### src/rtl/sar_bus_ctrl_pkg.sv
// Shared constants for the converter controller.
// Assumes: trial code width and phase width are set here once for the block.
package sar_bus_ctrl_pkg;
    localparam int CODE_W  = 8;   // bits resolved per conversion
    localparam int PHASE_W = 3;   // 2**PHASE_W clocks per bit trial
    localparam int SYNC_N  = 2;   // synchroniser depth for the bus strobes
endpackage

### src/rtl/sar_strobe_sync.sv
// Multi-stage synchroniser for asynchronous active-low bus strobes.
// Assumes: each bit is an independent level; RST_VAL is the idle level.
module sar_strobe_sync #(
    parameter int W = 3,
    parameter int STAGES = 2,
    parameter logic [W-1:0] RST_VAL = '1
) (
    input  logic         clk,
    input  logic         rst_n,
    input  logic [W-1:0] d,
    output logic [W-1:0] q
);
    logic [W-1:0] st [STAGES];

    for (genvar i = 0; i < STAGES; i++) begin : g_stage
        if (i == 0) begin : g_first
            // first stage samples the raw pins
            always_ff @(posedge clk) begin
                if (!rst_n) st[0] <= RST_VAL;
                else        st[0] <= d;
            end
        end else begin : g_next
            // later stages settle metastability
            always_ff @(posedge clk) begin
                if (!rst_n) st[i] <= RST_VAL;
                else        st[i] <= st[i-1];
            end
        end
    end

    assign q = st[STAGES-1];
endmodule

### src/rtl/sar_strobe_decode.sv
// Turns synchronised strobes into hold, start and read-access events.
// Assumes: inputs are already synchronised and active-low.
module sar_strobe_decode (
    input  logic clk,
    input  logic rst_n,
    input  logic cs_s_n,
    input  logic wr_s_n,
    input  logic rd_s_n,
    output logic hold,
    output logic start_evt,
    output logic rd_acc
);
    logic hold_q;

    assign hold   = !cs_s_n && !wr_s_n;
    assign rd_acc = !cs_s_n && !rd_s_n;
    // the start is the end of a hold interval
    assign start_evt = hold_q && !hold;

    // remember last cycle's hold to find its release
    always_ff @(posedge clk) begin
        if (!rst_n) hold_q <= 1'b0;
        else        hold_q <= hold;
    end
endmodule

### src/rtl/sar_engine.sv
// Successive-approximation sequencer: phase counter, start flop, trial
// shift register and approximation register.
// Assumes: cmp_keep is stable by the last clock of each trial phase.
module sar_engine #(
    parameter int CODE_W = 8,
    parameter int PHASE_W = 3
) (
    input  logic              clk,
    input  logic              rst_n,
    input  logic              hold,
    input  logic              start_evt,
    input  logic              cmp_keep,
    output logic [CODE_W-1:0] dac_code,
    output logic [CODE_W-1:0] ring,
    output logic              done,
    output logic [CODE_W-1:0] result
);
    localparam logic [PHASE_W-1:0] PH_LAST = '1;
    localparam logic [CODE_W-1:0]  MSB_ONE = {1'b1, {(CODE_W-1){1'b0}}};

    logic [PHASE_W-1:0] ph;
    logic               pend;
    logic               busy;
    logic [CODE_W-1:0]  sar;
    logic               trial_end;
    logic [CODE_W-1:0]  decided;

    assign trial_end = busy && (ph == PH_LAST);
    // clear the bit under trial when the comparator rejects it
    assign decided   = cmp_keep ? sar : (sar & ~ring);
    assign done      = trial_end && ring[0];
    assign result    = decided;
    assign dac_code  = sar;

    // free-running trial phase, never realigned to the start
    always_ff @(posedge clk) begin
        if (!rst_n) ph <= '0;
        else        ph <= ph + 1'b1;
    end

    // start flop, trial shift register and approximation register
    always_ff @(posedge clk) begin
        if (!rst_n || hold) begin
            pend <= 1'b0;
            busy <= 1'b0;
            ring <= '0;
            sar  <= '0;
        end else if (start_evt) begin
            pend <= 1'b1;
        end else if (pend && ph == PH_LAST) begin
            pend <= 1'b0;
            busy <= 1'b1;
            ring <= MSB_ONE;
            sar  <= MSB_ONE;
        end else if (trial_end) begin
            if (ring[0]) begin
                busy <= 1'b0;
                ring <= '0;
                sar  <= decided;
            end else begin
                ring <= ring >> 1;
                sar  <= decided | (ring >> 1);
            end
        end
    end
endmodule

### src/rtl/sar_result_latch.sv
// Output latch and interrupt flop for the converter bus port.
// Assumes: done is a one-cycle pulse; hold and rd_acc are synchronised.
module sar_result_latch #(
    parameter int CODE_W = 8
) (
    input  logic              clk,
    input  logic              rst_n,
    input  logic              done,
    input  logic [CODE_W-1:0] result,
    input  logic              hold,
    input  logic              rd_acc,
    output logic [CODE_W-1:0] q,
    output logic              intr_n
);
    // capture the finished code only on completion
    always_ff @(posedge clk) begin
        if (!rst_n)    q <= '0;
        else if (done) q <= result;
    end

    // raise on completion, clear on a new write or a read
    always_ff @(posedge clk) begin
        if (!rst_n)                intr_n <= 1'b1;
        else if (done)             intr_n <= 1'b0;
        else if (hold || rd_acc)   intr_n <= 1'b1;
    end
endmodule

### src/rtl/sar_bus_ctrl.sv
// Top level of the successive-approximation controller with processor bus port.
// Assumes: the pad ring builds the three-state driver from dout/dout_en;
// the bus strobes are asynchronous to clk.
module sar_bus_ctrl
    import sar_bus_ctrl_pkg::*;
(
    input  logic              clk,
    input  logic              rst_n,
    input  logic              cs_n,
    input  logic              wr_n,
    input  logic              rd_n,
    input  logic              cmp_keep,
    output logic [CODE_W-1:0] dac_code,
    output logic [CODE_W-1:0] dout,
    output logic              dout_en,
    output logic              intr_n
);
    logic [2:0]        strobe_s;
    logic              hold_w;
    logic              start_w;
    logic              rd_acc_w;
    logic              done_w;
    logic [CODE_W-1:0] ring_w;
    logic [CODE_W-1:0] result_w;

    sar_strobe_sync #(.W(3), .STAGES(SYNC_N), .RST_VAL(3'b111)) u_sync (
        .clk(clk), .rst_n(rst_n), .d({cs_n, wr_n, rd_n}), .q(strobe_s)
    );

    sar_strobe_decode u_dec (
        .clk(clk), .rst_n(rst_n),
        .cs_s_n(strobe_s[2]), .wr_s_n(strobe_s[1]), .rd_s_n(strobe_s[0]),
        .hold(hold_w), .start_evt(start_w), .rd_acc(rd_acc_w)
    );

    sar_engine #(.CODE_W(CODE_W), .PHASE_W(PHASE_W)) u_eng (
        .clk(clk), .rst_n(rst_n), .hold(hold_w), .start_evt(start_w),
        .cmp_keep(cmp_keep), .dac_code(dac_code), .ring(ring_w),
        .done(done_w), .result(result_w)
    );

    sar_result_latch #(.CODE_W(CODE_W)) u_lat (
        .clk(clk), .rst_n(rst_n), .done(done_w), .result(result_w),
        .hold(hold_w), .rd_acc(rd_acc_w), .q(dout), .intr_n(intr_n)
    );

    // bus drive follows the raw strobes, as the pad enable is asynchronous
    assign dout_en = !cs_n && !rd_n;
endmodule

### config.mk
export PLATFORM = sky130hd
export DESIGN_NAME = sar_bus_ctrl
export DESIGN_NICKNAME = d
export VERILOG_FILES = /design/src/rtl/sar_bus_ctrl_pkg.sv /design/src/rtl/sar_strobe_sync.sv /design/src/rtl/sar_strobe_decode.sv /design/src/rtl/sar_engine.sv /design/src/rtl/sar_result_latch.sv /design/src/rtl/sar_bus_ctrl.sv
export SDC_FILE = /design/constraint.sdc
export NUM_CORES = 1
export LEC_CHECK = 0
export BUFFER_PORTS_ARGS = -buffer_cell sky130_fd_sc_hd__buf_2
export CORE_ASPECT_RATIO = 1.75
export CORE_MARGIN = 1.5
export CORE_UTILIZATION = 40
export CTS_BUF_LIST = sky130_fd_sc_hd__clkbuf_16
export CTS_CLUSTER_DIAMETER = 40
export DETAILED_ROUTE_END_ITERATION = 6
export GPL_ROUTABILITY_DRIVEN = 0
export GPL_TIMING_DRIVEN = 0
export SYNTH_ARGS = -nofsm -noshare
export SYNTH_HDL_FRONTEND = slang
export SYNTH_HIERARCHICAL = 1
export SYNTH_SLANG_ARGS = --single-unit
### constraint.sdc
create_clock -name clk -period 3.95 [get_ports clk]
set_clock_uncertainty 0.15 [all_clocks]
set_input_delay 0 -clock clk [delete_from_list [all_inputs] [get_ports clk]]
set_output_delay 0 -clock clk [all_outputs]
set_load 0.01 [all_outputs]
==> impl_results.md, run 1 <==
- R2R cell count: 8
- Slew @ Worst Pin: 0.4657 ns
- Reg-to-Reg End: u_eng/dac_code[6]$_SDFFE_PP0P_
- Slew HR: 0.6895
- Worst reg-to-reg setup slack: 2.04 ns
- Final Cycle Share: 0.4846
- Post-synth top cells: 37 x dfxtp_1, 16 x nor2b_1, 12 x nand2_1, 12 x nor2_1, 9 x a21oi_1
- Met3 Use GR: 0.03777
- Post-synth EDFFs: 0
- Drc violations: 0
- Final WS setup: 2.036 ns
- Area contributors post-synth: dfxtp_1 51%, nor2b_1 6.9%, mux2i_1 5.6%
- Mapped cell area: 1443 um^2
- Vias in the first global route: 1103
- Initial core utilization: 0.4245
- Post-synth top area share: 0.5134
- Area growth syn-to-layout: 28.97%
- Max VDD drop: 0.4856 mV
- Post-synth top area cell: dfxtp_1
- Hold Vio Cnt, Final: 0
- Status: complete, no violations
- Sequential area share after synthesis: 0.5134
- Finish-stage setup viols: 0
- Clock Path Buffers: 2
- Pleak: 0.0007321 uW
- Largest net degree at the start of global routing: 21
- Yosys reg bits: 37
- Post-cts sizing count: 0
- Startpoint types: flip-flop
- TritonCTS buffer count: 5
- Global-route wire length before repair: 5002 um
- Main synth FF type: dfxtp_1
- Post-Place Worst Slack: 2.070 ns
- Distinct cells, synth: 27
- Multi-input combinational cell area: 636.9 um^2
- Worst Setup End Kind: flip-flop
- Drt wl/cell: roughly 13 um
- Layout cells sized above 1: 0.2097
- Max-slew violations: 0
- Die area: 3990 um^2
- Site row count: 28
- Reg area: 740.7 um^2
- Nets: 193
- Sink Count: 37
- Post-Syn Nets: 155
- Grt peak-use layer: met2
- Worst hold path type: flip-flop to flip-flop
- Most instantiated library cell after synthesis: dfxtp_1
- RR Startpoint: u_eng/ph[0]$_SDFF_PN0_
- # fillers: 336
- Fmax: between 500 and 600 MHz
- Pwr Total: 852.1 uW
- Avg Vias per Cell: ~4.8
- CTS tree: yes
- Root Driver: clkbuf_16
- Met1 global-route usage: 0.1654
- CP Class: flip-flop to flip-flop
- Worst-path maximum fanout: 9
- Initial antenna violation count: 0
- Post-CTS Setup Inserts: 0
- Avg Inst Size Synth: 9.814 um^2
- CTS clk-pin slew, worst paths: approximately 0.05 ns
- Power Density: 458.0 nW/um^2
- CTS H-tree lvls: 2
- Post-synth ARST share: 0
- RSZ-0062 raised after global routing: no
- Worst-Skew Late Latency: 0.28 ns
- Synth Instances: between 100 and 150
- Total grt overflow: 0
- Launch point of the worst path: u_eng/ph[0]$_SDFF_PN0_
- Total GRT Usage: 0.1666
- Critical Path End: u_eng/dac_code[6]$_SDFFE_PP0P_
- Final instance area: ~1900 um^2
- # port buffers: 23
- Min Tclk post-route: 1.914 ns
- ANT cells: 0
- Die Y: 82.45 um
- Met2 Usage GRT: 0.3194
- Setup_tns: 0 ns
- Worst path required time: 3.95 ns
- Max_cap viols: 0
- Antenna viol nets, final: 0
- Width of the die: 48.40 um
- Synthesis warning total: 6
- WP data arrival: 1.92 ns
- Drt total wl: 2936 um
- Iteration-0 DRC Markers: 30
- Post-DP HPWL: 1938 um
- IO Count: 24
- Placed cell areas: 1614 um^2
- DRT Pass-1 Iters: 4
- Routed via count: 1118
- Floorplan core area: between 3000 and 4000 um^2
[critical path, cell delays in order (launching register included)]
cell,delay (ns)
dfxtp_1,0.31
ha_1,0.22
ha_1,0.23
nor4bb_4,0.18
buf_6,0.14
nor2b_4,0.12
buf_6,0.12
a222oi_1,0.26
nor2_1,0.06
[registers in the layout, summed over array words and instances (netlist names)]
| register | flops |
|---|---|
| u_dec/hold_q | 1 |
| u_eng/busy | 1 |
| u_sync/st | 6 |
| u_lat/q | 8 |
| u_lat/intr_n | 1 |
| u_eng/pend | 1 |
| u_eng/ph | 3 |
| u_eng/ring | 8 |
| u_eng/dac_code | 8 |
[how the worst min path moves through the flow]
| stage | end | start | depth (start not counted) |
|---|---|---|---|
| final | u_sync/st[1][1]$_SDFF_PN1_ | u_sync/st[0][1]$_SDFF_PN1_ | 1 |
| after global routing | u_sync/st[1][2]$_SDFF_PN1_ | u_sync/st[0][2]$_SDFF_PN1_ | 1 |
| after CTS | u_sync/st[1][1]$_SDFF_PN1_ | u_sync/st[0][1]$_SDFF_PN1_ | 1 |
| after detailed placement | u_sync/st[0][1]$_SDFF_PN1_ | wr_n | 2 |
| after global placement | u_sync/st[0][1]$_SDFF_PN1_ | wr_n | 2 |
| after floorplan | dout_en | cs_n | 1 |
[power breakdown]
part	internal [uW]	total [uW]	switching, uW
Sequential	380	383	2.92
Combinational	14.6	28.4	13.8
Clock	295	441	146
[per-layer routing]
layer	part of all wire	wire length, um
met1	0.41	1205
met2	0.53	1569
met3	0.030	89
met4	0.025	72
met5	0	0
[timing repair]
| item | in CTS | in global routing |
|---|---|---|
| endpoints found under the hold margin | 16 | 0 |
| setup endpoints to repair | 0 | 0 |
| hold buffers | 8 | 0 |
[cell families after synthesis]
group	Yosys count	synth area share
buffers and inverters	11	0.04509
multiplexers	8	0.05551
flip-flops	37	0.5134
AND/OR/NAND/NOR	54	0.2142
adder cells (fa/ha/maj)	2	0.01734
AO/OA/AOI/OAI	35	0.1544
[through the flow]
step                hold slack (ns)    util  cells
floorplan                   -0.1071       -    147
global placement            0.03662  0.4750    215
detailed placement          0.03878  0.4750    215
CTS                          0.2621  0.5475    231
global route                 0.2824  0.5475    231
finish                       0.2636  0.5475    231
[final cells by class]
cell class,count,share of cell area
sequential,37,0.3981
timing repair buffer,31,0.1049
inverter,4,0.008070
clock buffer,5,0.06725
multi-input combinational,99,0.3423
buffer,7,0.02690
clock inverter,3,0.02219
tap,45,0.03026
[placed cells by master, fill, tap and decap left out, drive strengths merged, types with 2 or more instances in the layout]
master,netlist,layout
mux2i,8,8
clkbuf,3,8
dfxtp,37,37
nand2b,7,7
buf,4,27
nor2b,17,17
a21boi,7,7
ha,2,2
a22oi,7,7
o21ai,9,9
dlygate4sd3,0,8
and2,2,2
a21oi,9,9
nor2,12,12
inv,4,4
nand2,12,12
Power figures use the tool's default switching activity.
==> run 2: changes to the inputs <==
==> constraint.sdc (replaced) <==
create_clock -name clk -period 1.7 [get_ports clk]
set_clock_uncertainty 0.15 [all_clocks]
set_input_delay 0 -clock clk [delete_from_list [all_inputs] [get_ports clk]]
set_output_delay 0 -clock clk [all_outputs]
set_load 0.01 [all_outputs]
==> run 2 against run 1 <==
Against the previous run: global-route usage up 0.25 points; clock-buffer cell count is the same; non-clock buffer count decreased by 1; total power grew 110%; die area did not move; combinational power grew to 2.5 times the previous value; highest routed layer unchanged; sequential cell count did not move; utilization up 0.29 points; cell count down 0.87%; sequential share of layout area increased by 0.055 points; final area increased by 0.54%; via count is 1.4% higher.
==> impl_results.md, run 2 (synthesized netlist as in run 1, its figures left out) <==
- Slew @ Worst Pin: 0.4530 ns
- Launch point of the worst path: u_eng/ph[1]$_SDFF_PN0_
- Fmax: 613.9 MHz
- DRT Pass-1 Iters: 4
- Power Density: a little under 1000 nW/um^2
- Max_cap viols: 0
- TritonCTS buffer count: 5
- ANT cells: 0
- Largest net degree at the start of global routing: 21
- Startpoint types: flip-flop
- Drt wl/cell: 13.68 um
- Total grt overflow: 0
- R2R cell count: 6
- Sink Count: 37
- Vias in the first global route: 1152
- Worst Setup End Kind: flip-flop
- Clock Path Buffers: 2
- Die area: ~4000 um^2
- Antenna viol nets, final: 0
- # port buffers: 23
- Final Cycle Share: 0.9582
- Min Tclk post-route: 1.629 ns
- Most frequent cells in the layout: 33 x dfxtp_1, 23 x buf_2, 15 x nor2b_1, 12 x nor2_1, 12 x nand2_1
- Worst path required time: 1.71 ns
- Worst reg-to-reg setup slack: approximately 0.071 ns
- Core Util, Final: 0.5504
- Hold_ws: approximately 0.26 ns
- IO Count: 24
- Max VDD drop: 0.8322 mV
- Hold Vio Cnt, Final: 0
- P_sw: 351.6 uW
- Layout cells sized above 1: 0.2609
- Post-DP HPWL: 2157 um
- Max-slew violations: 0
- Reg area: approximately 750 um^2
- Worst-Skew Late Latency: between 0.2 and 0.3 ns
- Sw Share: 0.1956
- CTS tree: yes
- RR Startpoint: u_eng/ph[1]$_SDFF_PN0_
- Pint: 1446 uW
- Reg-to-Reg End: u_eng/dac_code[6]$_SDFFE_PP0P_
- Die Y: just over 80 um
- Initial core utilization: 0.4245
- Site row count: 28
- Seq pwr share: 0.498
- Iteration-0 DRC Markers: 39
- Root Driver: clkbuf_16
- Multi-input combinational cell area: 681.9 um^2
- CP Class: flip-flop to flip-flop
- Hold Path Sink: u_sync/st[1][2]$_SDFF_PN1_
- Global-route wire length before repair: 5119 um
- Pleak: 0.0007257 uW
- RSZ-0062 raised after global routing: no
- CTS clk-pin slew, worst paths: approximately 0.050 ns
- Drc violations: 0
- Worst-path maximum fanout: 8
- Power share of the clock group: 0.463
- Slew HR: 0.6980
- Initial antenna violation count: 0
- Avg Vias per Cell: 4.952
- WP data arrival: 1.64 ns
- Width of the die: about 48 um
- Floorplan core area: 3398 um^2
- Logic pwr share: 0.040
- Worst hold path type: flip-flop to flip-flop
- Status: complete, no violations
- Drt total wl: approximately 3100 um
- CTS H-tree lvls: 2
- Hold Path Origin: u_sync/st[0][2]$_SDFF_PN1_
- Commonest non-fill, non-tap cell in the layout: dfxtp_1
- Nets: 192
- Hold Path Depth: 1
- Finish-stage setup viols: 0
- Area growth syn-to-layout: 29.66%
- Routed via count: around 1100
- # fillers: 323
- Total GRT Usage: 0.1691
- Setup_tns: 0 ns
[run 2: power by group through the flow]
stage | registers (uW) | logic, uW | clock network [uW]
5_1_grt | 895 | 79.5 | 894
3_5_place_dp | 912 | 54.2 | 0
6_report | 894 | 71.1 | 832
3_3_place_gp | 911 | 53.2 | 0
2_1_floorplan | 911 | 30.5 | 0
4_1_cts | 893 | 69.0 | 858
[run 2: how the worst max path moves through the flow]
stage | to | slack [ns] | depth (start not counted)
after global routing | u_eng/ring[4]$_SDFFE_PP0P_ | 0.008 | 7
after CTS | u_lat/q[7]$_SDFFE_PN0P_ | 0.006 | 5
after detailed placement | u_eng/dac_code[6]$_SDFFE_PP0P_ | -0.13 | 8
after global placement | u_eng/dac_code[6]$_SDFFE_PP0P_ | -0.11 | 8
after floorplan | u_eng/dac_code[6]$_SDFFE_PP0P_ | -0.04 | 8
final | u_eng/dac_code[6]$_SDFFE_PP0P_ | 0.07 | 6
[run 2: layout make-up]
cell class | count | area share
Sequential cell | 37 | 0.3987
Multi-Input combinational cell | 99 | 0.3645
Timing Repair Buffer | 33 | 0.1124
Clock buffer | 5 | 0.06689
Tap cell | 45 | 0.03010
Buffer | 4 | 0.01538
Inverter | 4 | 0.008027
Clock inverter | 2 | 0.004013
[run 2: through the flow]
stage | area [um^2] | cells | setup WS, ns | power, uW
3_5_place_dp | 1642 | 215 | -0.1313 | 965.9
3_3_place_gp | 1642 | 215 | -0.1134 | 964.1
4_1_cts | 1854 | 230 | 0.005959 | 1820
5_1_grt | 1871 | 229 | 0.007918 | 1869
6_report | 1871 | 229 | 0.07110 | 1797
2_1_floorplan | 1470 | 147 | -0.04199 | 941.8
[run 2: metal layers]
layer	vias to the layer above	GRT usage	share of wire
li1	569	-	-
met1	544	0.1716	0.40
met2	16	0.3222	0.56
met3	5	0.03777	0.028
met4	0	0.09143	0.020
met5	-	0	0
[run 2: critical path, stage by stage, from the launching register on]
cell and delay (ns):
dfxtp_2 0.32, ha_4 0.16, ha_4 0.16, nor4bb_4 0.15, buf_4 0.17, a222oi_1 0.33, nor2_1 0.08
[run 2: what timing repair did]
action,4_1_cts,5_1_grt
endpoints found under the hold margin,19,0
resized for setup,2,10
hold buffers,8,0
pin swaps,3,6
buffers inserted,1,1
endpoints found under the setup margin,10,24
